<file path="src/rtl/fo_pkg.sv">
package fo_pkg;
  typedef enum logic {
    FO_OPEN   = 1'b0,
    FO_LOCKED = 1'b1
  } fo_state_e;

  localparam int unsigned PROOF_CH = 0;
endpackage

</file>
<file path="src/rtl/fo_qualify.sv">
module fo_qualify #(
  parameter int unsigned NUM_CH = 4
) (
  input  logic              run_cmd,
  input  logic              run_proof,
  input  logic [NUM_CH-2:0] alarm,
  output logic [NUM_CH-1:0] cond
);
  // Channel 0 is the proof channel; the rest come straight from alarm inputs.
  always_comb begin
    cond[fo_pkg::PROOF_CH] = run_cmd & ~run_proof;
  end

  for (genvar g = 1; g < NUM_CH; g++) begin : g_plain
    assign cond[g] = alarm[g-1];
  end
endmodule

</file>
<file path="src/rtl/fo_fault_cell.sv">
module fo_fault_cell (
  input  logic clk,
  input  logic rst_n,
  input  logic cond,
  input  logic clr,
  output logic held
);
  // Clear dominates a coincident set.
  always_ff @(posedge clk or negedge rst_n) begin
    if (!rst_n)   held <= 1'b0;
    else if (clr) held <= 1'b0;
    else if (cond) held <= 1'b1;
  end
endmodule

</file>
<file path="src/rtl/fo_arbiter.sv">
module fo_arbiter #(
  parameter int unsigned NUM_CH = 4
) (
  input  logic              clk,
  input  logic              rst_n,
  input  logic [NUM_CH-1:0] latched,
  input  logic              clr,
  output logic [NUM_CH-1:0] first,
  output logic              active,
  output logic              trip
);
  import fo_pkg::*;

  fo_state_e         state_q;
  logic [NUM_CH-1:0] below;
  logic [NUM_CH-1:0] winner;
  logic              claim;

  // below[i]: some lower-numbered channel is latched.
  assign below[0] = 1'b0;
  for (genvar g = 1; g < NUM_CH; g++) begin : g_prio
    assign below[g] = below[g-1] | latched[g-1];
  end
  assign winner = latched & ~below;
  assign claim  = (state_q == FO_OPEN) && (|latched) && !clr;

  always_ff @(posedge clk or negedge rst_n) begin
    if (!rst_n) begin
      state_q <= FO_OPEN;
      first   <= '0;
      trip    <= 1'b0;
    end else if (clr) begin
      state_q <= FO_OPEN;
      first   <= '0;
      trip    <= 1'b0;
    end else if (claim) begin
      state_q <= FO_LOCKED;
      first   <= winner;
      trip    <= 1'b1;
    end
  end

  assign active = (state_q == FO_LOCKED);
endmodule

</file>
<file path="src/rtl/fo_annunciator.sv">
module fo_annunciator #(
  parameter int unsigned NUM_CH = 4
) (
  input  logic              clk,
  input  logic              rst_n,
  input  logic              run_cmd_i,
  input  logic              run_proof_i,
  input  logic [NUM_CH-2:0] alarm_i,
  input  logic              fault_reset_i,
  input  logic              fo_reset_i,
  output logic [NUM_CH-1:0] fault_latched_o,
  output logic [NUM_CH-1:0] first_out_o,
  output logic              fo_active_o,
  output logic              trip_o
);
  logic [NUM_CH-1:0] cond;

  fo_qualify #(.NUM_CH(NUM_CH)) u_qual (
    .run_cmd   (run_cmd_i),
    .run_proof (run_proof_i),
    .alarm     (alarm_i),
    .cond      (cond)
  );

  for (genvar g = 0; g < NUM_CH; g++) begin : g_cell
    fo_fault_cell u_cell (
      .clk   (clk),
      .rst_n (rst_n),
      .cond  (cond[g]),
      .clr   (fault_reset_i),
      .held  (fault_latched_o[g])
    );
  end

  fo_arbiter #(.NUM_CH(NUM_CH)) u_arb (
    .clk     (clk),
    .rst_n   (rst_n),
    .latched (fault_latched_o),
    .clr     (fo_reset_i),
    .first   (first_out_o),
    .active  (fo_active_o),
    .trip    (trip_o)
  );
endmodule

</file>
<file path="config.mk">
export PLATFORM = sky130hd
export DESIGN_NAME = fo_annunciator
export DESIGN_NICKNAME = d
export VERILOG_FILES = /design/src/rtl/fo_pkg.sv /design/src/rtl/fo_qualify.sv /design/src/rtl/fo_fault_cell.sv /design/src/rtl/fo_arbiter.sv /design/src/rtl/fo_annunciator.sv
export SDC_FILE = /design/constraint.sdc
export NUM_CORES = 1
export LEC_CHECK = 0
export CORE_AREA = 2 2 39 41
export CTS_BUF_LIST = sky130_fd_sc_hd__clkbuf_8
export DETAILED_ROUTE_END_ITERATION = 8
export DIE_AREA = 0 0 41 43
export PLACE_DENSITY = 0.72
export SLEW_MARGIN = 10
export SYNTH_ARGS = -nofsm -noshare
export SYNTH_HDL_FRONTEND = slang
export SYNTH_SLANG_ARGS = --single-unit
</file>
<file path="constraint.sdc">
create_clock -name clk -period 0.85 [get_ports clk]
set_input_delay 0.085 -clock clk [delete_from_list [all_inputs] [get_ports clk]]
set_output_delay 0.085 -clock clk [all_outputs]
set_load 0.01 [all_outputs]
</file>
==> results of run 1 <==
[final timing paths]
path                       depth (start not counted)                                end
setup / recovery                                   4         u_arb.first[1]$_DFFE_PN0P_
hold reg to reg                                    2         u_arb.first[3]$_DFFE_PN0P_
setup reg to reg                                   4         u_arb.first[1]$_DFFE_PN0P_
hold / removal                                     2         u_arb.first[2]$_DFFE_PN0P_
min in group clk                                   3  g_cell[2].u_cell.held$_DFFE_PN0P_
max in group asynchronous                          2             u_arb.trip$_DFFE_PN0P_
[metrics by stage]
step / util / power, uW / hold WS, ns
final: 0.5796 / 1288 / 0.1361
after global routing: 0.5796 / 1349 / 0.1464
after CTS: 0.5298 / 1242 / 0.1390
after detailed placement: 0.4711 / 739.6 / 0.3800
after global placement: 0.4711 / 736.5 / 0.3799
after floorplan: - / 588.4 / -0.2106
[flip-flops by register name, summed over array words and instances, names as in the netlist]
name                flops
g_cell.u_cell.held      4
u_arb.trip              1
u_arb.first             4
[timing repair]
action	CTS	global route
resized for setup	48	15
endpoints found under the setup margin	16	16
setup buffers	4	3
pin swaps	4	8
[power by group through the flow]
| stage | Clock, uW | Combinational, uW | Sequential, uW |
|---|---|---|---|
| 2_1_floorplan | 0 | 83.7 | 505 |
| 3_3_place_gp | 0 | 253 | 483 |
| 3_5_place_dp | 0 | 255 | 485 |
| 4_1_cts | 482 | 280 | 479 |
| 5_1_grt | 507 | 357 | 485 |
| 6_report | 473 | 332 | 483 |
[worst register-to-register path: stages (launching register included)]
cell	delay [ns]
sky130_fd_sc_hd__dfrtp_1	0.39
sky130_fd_sc_hd__buf_6	0.15
sky130_fd_sc_hd__nor4b_4	0.25
sky130_fd_sc_hd__a211oi_1	0.08
sky130_fd_sc_hd__nor2_1	0.14
[placed cells by master, fill, tap and decap left out]
cell type	count
sky130_fd_sc_hd__a211oi_1	1
sky130_fd_sc_hd__nor3_4	1
sky130_fd_sc_hd__a21oi_2	1
sky130_fd_sc_hd__nor3_1	1
sky130_fd_sc_hd__dfrtp_2	1
sky130_fd_sc_hd__buf_4	7
sky130_fd_sc_hd__nor2_2	3
sky130_fd_sc_hd__buf_2	7
sky130_fd_sc_hd__nor3_2	2
sky130_fd_sc_hd__buf_6	13
sky130_fd_sc_hd__dfrtp_1	8
sky130_fd_sc_hd__nor2b_1	2
sky130_fd_sc_hd__nor4b_4	1
sky130_fd_sc_hd__clkbuf_8	3
sky130_fd_sc_hd__a21oi_1	4
sky130_fd_sc_hd__nor3b_2	1
sky130_fd_sc_hd__nand2_1	2
sky130_fd_sc_hd__nor2_1	7
sky130_fd_sc_hd__clkdlybuf4s50_1	8
sky130_fd_sc_hd__inv_1	3
sky130_fd_sc_hd__o21ai_1	2
[kinds of logic after synthesis]
kind of cell,count (synthesis),synth area share
flip-flops,9,0.5455
AO/OA/AOI/OAI,8,0.1030
AND/OR/NAND/NOR,20,0.2424
buffers and inverters,7,0.1091
[layer usage]
metal  track usage  part of all wire
met5             0                 0
met4       0.08000            0.0088
met2        0.1938              0.56
met1        0.1806              0.37
met3       0.03141             0.061
[area by class of cell]
cell class | count | area [um^2]
inverters | 2 | 7.507
multi-input cells | 28 | 188.9
fillers | 136 | 581.8
flip-flops and latches | 9 | 226.5
repair buffers | 35 | 314.1
well taps | 16 | 20.02
clock inverters | 1 | 3.754
clock buffers | 3 | 41.29
==> impl_results.rst, run 1 <==
.. list-table::
   :header-rows: 1

   * - Metric
     - Value
   * - Run status
     - finished, violations left
   * - Proportion of synthesized chip area in sequential cells
     - 0.5455
   * - CTS tree
     - built
   * - Violated checks
     - negative setup slack
   * - Slack of the worst reg-to-reg path
     - -0.24 ns
   * - Worst slew margin
     - 0.8522
   * - Accumulated negative setup slack
     - -1.323 ns
   * - Wire length after detailed routing
     - 1135 um
   * - Share of async-settable or async-resettable flops after synthesis
     - 1.000
   * - Hold-fix buffers at CTS
     - 0
   * - Net switching share of the total power
     - 0.2495
   * - Delay of the slowest cell on the worst path
     - 0.39 ns
   * - Pwr dens
     - 1606 mW/mm^2
   * - Vias per Instance
     - around 4.7
   * - Std cell rows
     - 14
   * - Post-synth top area share
     - 0.5455
   * - Smallest setup slack after layout
     - -0.2380 ns
   * - Area growth from synthesis to layout
     - 94.24%
   * - Critical path, cell by cell
     - buf_6, nor4b_4, a211oi_1, nor2_1
   * - Internal power summed over all cells
     - 966.4 uW
   * - Sink Count
     - 9
   * - Slew at the pin closest to its max-slew limit
     - 0.2203 ns
   * - Count of antenna diodes in the layout
     - 0
   * - GRT overflow
     - 0
   * - Number of enable-type register cells in the synthesized netlist
     - 0
   * - Leakage
     - 0.0003869 uW
   * - Cts bufs inserted
     - 3
   * - # setup viols final
     - 13
   * - Number of library cell types mapped by synthesis
     - 12
   * - Port-buffer cells
     - 18
   * - Share of power burned in the clock network
     - 0.367
   * - Most instantiated flip-flop cell in the synthesis netlist
     - sky130_fd_sc_hd__dfrtp_1
   * - Share of power burned in registers
     - 0.375
   * - Clk Latency, worst-skew pair
     - roughly 0.23 ns
   * - Detail Route Antenna Nets
     - 0
   * - Die area
     - 0.001763 mm^2
   * - Post-route cell area
     - 802.0 um^2
   * - Leading area contributor after synthesis
     - sky130_fd_sc_hd__dfrtp_1
   * - VDD IR max
     - a little under 0.0009 V
   * - Filler-free cell count of the finished design
     - 94
   * - Vias in the first global route
     - 371
   * - Synth warn
     - 0
   * - Crit path buffers/inverters
     - 1
   * - Post-synthesis net count
     - 53
   * - Wire length of the first global-routing pass
     - approximately 1600 um
   * - Family with the most delay on the worst path
     - flip-flops
   * - Cells after DPL
     - 83
   * - Combinational Power Share
     - 0.258
   * - Placer's final routability congestion estimate
     - 0.7766
   * - Y dimension of the die
     - 43 um
   * - Maximum clock skew at final layout
     - 0.002441 ns
   * - Clock slew at the register clock pins of the worst setup and hold paths
     - approximately 0.04 ns
   * - Average wire length per cell after detail routing
     - 12.07 um
   * - Arr. time, crit path
     - 1.24 ns
   * - Floorplan Core Area
     - around 0.0014 mm^2
   * - First-iteration detailed-routing DRC count
     - 8
   * - Psw
     - 321.3 uW
   * - Root cell of the clock tree
     - sky130_fd_sc_hd__clkbuf_8
   * - Final net count
     - 88
   * - Boundary pin count
     - 19
   * - Detailed Place HPWL
     - 677 um
   * - Setup slack after placement
     - -0.1740 ns
   * - Number of max-cap violations
     - 0
   * - Type of the worst setup path
     - flop to flop
   * - Top cell types by occurrence after synthesis
     - sky130_fd_sc_hd__nor2_1 (10), sky130_fd_sc_hd__dfrtp_1 (9), sky130_fd_sc_hd__a21oi_1 (5), sky130_fd_sc_hd__buf_4 (5), sky130_fd_sc_hd__nor3_1 (4)
   * - Min Clock Period, post-route
     - 1.088 ns
   * - Cell area after synthesis
     - 412.9 um^2
   * - #FFs+latches synth
     - 9
   * - Number of antenna violations at the first check in global routing
     - 0
   * - Required time at the worst-slack endpoint
     - 1.00 ns
   * - Worst setup startpoint
     - g_cell[2].u_cell.held$_DFFE_PN0P_
   * - Number of instances in the synthesized netlist
     - 44
   * - Worst Setup Start Kind
     - flop
   * - Final slew viol count
     - 0
   * - Starting Density
     - 0.2984
   * - Main area contributors after synthesis
     - sky130_fd_sc_hd__dfrtp_1 (55%), sky130_fd_sc_hd__buf_4 (9.1%), sky130_fd_sc_hd__nor2_1 (9.1%)
   * - Maximum number of pins on one net before global-route repair
     - 10
   * - Portion of the clock cycle consumed by the worst path in the final layout
     - 1.280
   * - Highest fanout seen on the critical path
     - 5
   * - Critical path endpoint category
     - flop
   * - Die Width
     - a little over 40 um
   * - Synthesized area per cell
     - approximately 9.4 um^2
   * - Clock Tree Buf Depth
     - 2
   * - Count of final hold-check violations
     - 0
   * - Cell with the most instances after synthesis
     - sky130_fd_sc_hd__nor2_1
   * - Max Clk Rate
     - between 900 and 1000 MHz
   * - TritonRoute pass-1 iters
     - 4
   * - Area after DPL
     - 651.9 um^2
   * - Global routing usage summed across all routing layers
     - 0.1362
   * - Share of final-layout standard cells stronger than drive strength 1
     - 0.5128
   * - Total DRC errors in the routed layout
     - 0
   * - Unrepaired setup endpoints after global routing
     - yes
   * - H-tree lvl count
     - 1
   * - FF-to-FF Start
     - g_cell[2].u_cell.held$_DFFE_PN0P_
   * - Critical-path cell with the highest stage delay
     - sky130_fd_sc_hd__dfrtp_1
   * - Via total after detailed routing
     - 443
   * - HP Class
     - primary input to async pin
Note: power is estimated with default switching activity, not from simulation.
==> run 2: changes to the inputs <==
- CTS_CLUSTER_SIZE: unset -> 24
- MAX_ROUTING_LAYER: unset -> met4
==> results of run 2 <==
Final layout, timing and power as in run 1 (identical DEF).
Among the figures that moved: final weighted congestion in routability-driven placement 0.7766 -> 0.7872; overall routing resource usage 0.1362 -> 0.1396
==> run 3: changes to the inputs <==
- CTS_BUF_LIST: sky130_fd_sc_hd__clkbuf_8 -> unset
==> run 3 against run 2 <==
  * The run still ends with negative setup slack left
  * Critical path depth stayed put
  * First-iteration DRC count increased by 75%
  * Hold slack worse by 0.030 ns
  * Setup slack better by 0.048 ns
  * Wire length down 10%
  * Die area stayed put
  * Core utilization down 2.2 points
  * Highest routed layer is now met3
  * Fmax increased by 4.7%
  * Clock power down 32%
==> impl_results.rst, run 3 (synthesis results as in run 1) <==
.. list-table::
   :header-rows: 1

   * - Metric
     - Value
   * - Detail Route Antenna Nets
     - 0
   * - Delay of the slowest cell on the worst path
     - 0.40 ns
   * - Met2 Wirelength
     - 539 um
   * - Number of max-cap violations
     - 0
   * - Worst Setup Start Kind
     - flop
   * - Critical path, cell by cell
     - buf_4, nor2b_1, o21ai_1, a21oi_1
   * - Cells after DPL
     - 83
   * - Share of final-layout standard cells stronger than drive strength 1
     - 0.4935
   * - Run status
     - finished, violations left
   * - Die area
     - 0.001763 mm^2
   * - Sink Count
     - 9
   * - Number of antenna violations at the first check in global routing
     - 0
   * - Leakage
     - 0.0003698 uW
   * - Share of power burned in registers
     - 0.427
   * - Cts bufs inserted
     - 3
   * - Worst slew margin
     - 0.8630
   * - Highest fanout seen on the critical path
     - 5
   * - Slew at the pin closest to its max-slew limit
     - 0.2046 ns
   * - GRT overflow
     - 0
   * - Crit path buffers/inverters
     - 1
   * - Std cell rows
     - 14
   * - Largest registers ranked by flip-flop count
     - g_cell.u_cell.held (4), u_arb.first (4), u_arb.trip (1)
   * - Psw
     - 296.9 uW
   * - Filler-free cell count of the finished design
     - a little over 90
   * - Area after DPL
     - about 650 um^2
   * - Boundary pin count
     - 19
   * - Min Clock Period, post-route
     - 1.039 ns
   * - Total Power Consumption
     - 1124 uW
   * - First-iteration detailed-routing DRC count
     - 14
   * - Y dimension of the die
     - 43 um
   * - Highest metal layer with signal wires
     - met3
   * - Share of power burned in the clock network
     - 0.287
   * - Commonest non-fill, non-tap cell in the layout
     - sky130_fd_sc_hd__buf_6
   * - Most frequent cells in the layout
     - sky130_fd_sc_hd__buf_6 (12), sky130_fd_sc_hd__nor2_1 (9), sky130_fd_sc_hd__dfrtp_1 (8), sky130_fd_sc_hd__clkdlybuf4s50_1 (8)
   * - Wire length of the first global-routing pass
     - 1552 um
   * - Slack of the worst reg-to-reg path
     - -0.19 ns
   * - Max Clk Rate
     - 962.0 MHz
   * - HP Class
     - primary input to async pin
   * - Port-buffer cells
     - 18
   * - Number of filler cells placed in the layout
     - 135
   * - Maximum number of pins on one net before global-route repair
     - 10
   * - Combinational Power Share
     - 0.286
   * - Maximum clock skew at final layout
     - 0.0008681 ns
   * - Root cell of the clock tree
     - sky130_fd_sc_hd__clkbuf_4
   * - Pwr dens
     - 1456 mW/mm^2
   * - Final slew viol count
     - 0
   * - Floorplan Core Area
     - 0.001384 mm^2
   * - Die Width
     - 41 um
   * - Area growth from synthesis to layout
     - 86.97%
   * - Final net count
     - 87
   * - Count of antenna diodes in the layout
     - 0
   * - Total DRC errors in the routed layout
     - 0
   * - TritonRoute pass-1 iters
     - 4
   * - Flip-flop and latch area
     - 226.5 um^2
   * - # setup viols final
     - 17
   * - H-tree lvl count
     - 1
   * - Average wire length per cell after detail routing
     - 10.96 um
   * - Violated checks
     - negative setup slack
   * - Vias in the first global route
     - 370
   * - Smallest setup slack after layout
     - -0.1895 ns
   * - Internal power summed over all cells
     - 827.4 uW
   * - Unrepaired setup endpoints after global routing
     - yes
   * - Wire length after detailed routing
     - 1019 um
   * - Family with the most delay on the worst path
     - flip-flops
   * - Count of final hold-check violations
     - 0
   * - Global routing usage summed across all routing layers
     - 0.1365
   * - Multi-input gate area in the final layout
     - about 190 um^2
   * - Via total after detailed routing
     - 425
   * - Clock slew at the register clock pins of the worst setup and hold paths
     - roughly 0.060 ns
   * - VDD IR max
     - between 0.0007 and 0.0008 V
   * - Critical path endpoint category
     - flop
   * - Hold-fix buffers at CTS
     - 0
   * - Required time at the worst-slack endpoint
     - 0.99 ns
   * - Portion of the clock cycle consumed by the worst path in the final layout
     - 1.223
   * - Routed metal-1 wire length
     - 400 um
   * - Type of the worst setup path
     - flop to flop
   * - Arr. time, crit path
     - 1.18 ns
   * - Total length of routed met3 wires
     - 79 um
   * - Starting Density
     - 0.2984
   * - Post-route cell area
     - 772.0 um^2
   * - Net switching share of the total power
     - 0.2640
   * - Clk Latency, worst-skew pair
     - between 0.2 and 0.3 ns
   * - Critical-path cell with the highest stage delay
     - sky130_fd_sc_hd__dfrtp_1
   * - CTS tree
     - built
   * - Vias per Instance
     - 4.570
   * - Clock Tree Buf Depth
     - 2
   * - Detailed Place HPWL
     - 677 um
   * - Placer's final routability congestion estimate
     - 0.7872
[run 3: cell types whose count changed in the layout (fill, tap and decap cells not counted)]
cell                       change
sky130_fd_sc_hd__inv_1         -1
sky130_fd_sc_hd__buf_6         -1
sky130_fd_sc_hd__nor2_2        -2
sky130_fd_sc_hd__a211oi_1      -1
sky130_fd_sc_hd__clkbuf_8      -3
sky130_fd_sc_hd__nor2_1        +2
sky130_fd_sc_hd__a211oi_2      +1
sky130_fd_sc_hd__clkbuf_1      +1
sky130_fd_sc_hd__clkbuf_4      +3
[run 3: power groups by stage]
stage          registers, uW  logic, uW  clock network (uW)
2_1_floorplan            505       83.7                   0
3_3_place_gp             483        253                   0
3_5_place_dp             485        255                   0
4_1_cts                  479        277                 333
5_1_grt                  483        349                 350
6_report                 480        322                 322
[run 3: area by class of cell]
cell class                      count  share of cell area
Inverter                            2            0.009724
Clock buffer                        4             0.03404
Timing Repair Buffer               34              0.3922
Multi-Input combinational cell     28              0.2447
Tap cell                           16             0.02593
Sequential cell                     9              0.2934
[run 3: timing repair]
item                                   4_1_cts  5_1_grt
setup buffers                                4        2
setup endpoints to repair                   17       18
endpoints found under the hold margin        0        0
gates resized for setup                     49       12
pin swaps                                    4        3
[run 3: final timing paths]
check / from / endpoint / cells past startpoint
max in group asynchronous: rst_n / u_arb.trip$_DFFE_PN0P_ / 2
worst min register to register: u_arb.first[3]$_DFFE_PN0P_ / u_arb.first[3]$_DFFE_PN0P_ / 2
min in group clk: alarm_i[2] / g_cell[3].u_cell.held$_DFFE_PN0P_ / 3
worst max register to register: g_cell[2].u_cell.held$_DFFE_PN0P_ / u_arb.first[2]$_DFFE_PN0P_ / 4
worst max-delay path: g_cell[2].u_cell.held$_DFFE_PN0P_ / u_arb.first[2]$_DFFE_PN0P_ / 4
worst min-delay path: rst_n / g_cell[1].u_cell.held$_DFFE_PN0P_ / 2
[run 3: stage by stage]
| step | utilization | setup TNS (ns) | hold WS, ns | worst slack, ns |
|---|---|---|---|---|
| after global placement | 0.4711 | -1.767 | 0.3799 | -0.1622 |
| final | 0.5579 | -1.358 | 0.1056 | -0.1895 |
| after detailed placement | 0.4711 | -1.893 | 0.3800 | -0.1740 |
| after global routing | 0.5579 | -1.976 | 0.1101 | -0.2311 |
| after floorplan | - | -0.06121 | -0.2106 | -0.05720 |
| after CTS | 0.5163 | -1.312 | 0.1024 | -0.1724 |
[run 3: worst register-to-register path: cells and delay by family (launching register included)]
kind	cells	cell delay, ns
and+or+nand+nor	1	0.13
DFF	1	0.40
AOI/OAI and AO/OA	2	0.22
buffers and inverters	1	0.17
[run 3: metal layers]
metal,track usage,vias up
li1,-,209
met4,0.08000,0
met5,-,-
met3,0.03141,0
met2,0.1906,20
met1,0.1739,196
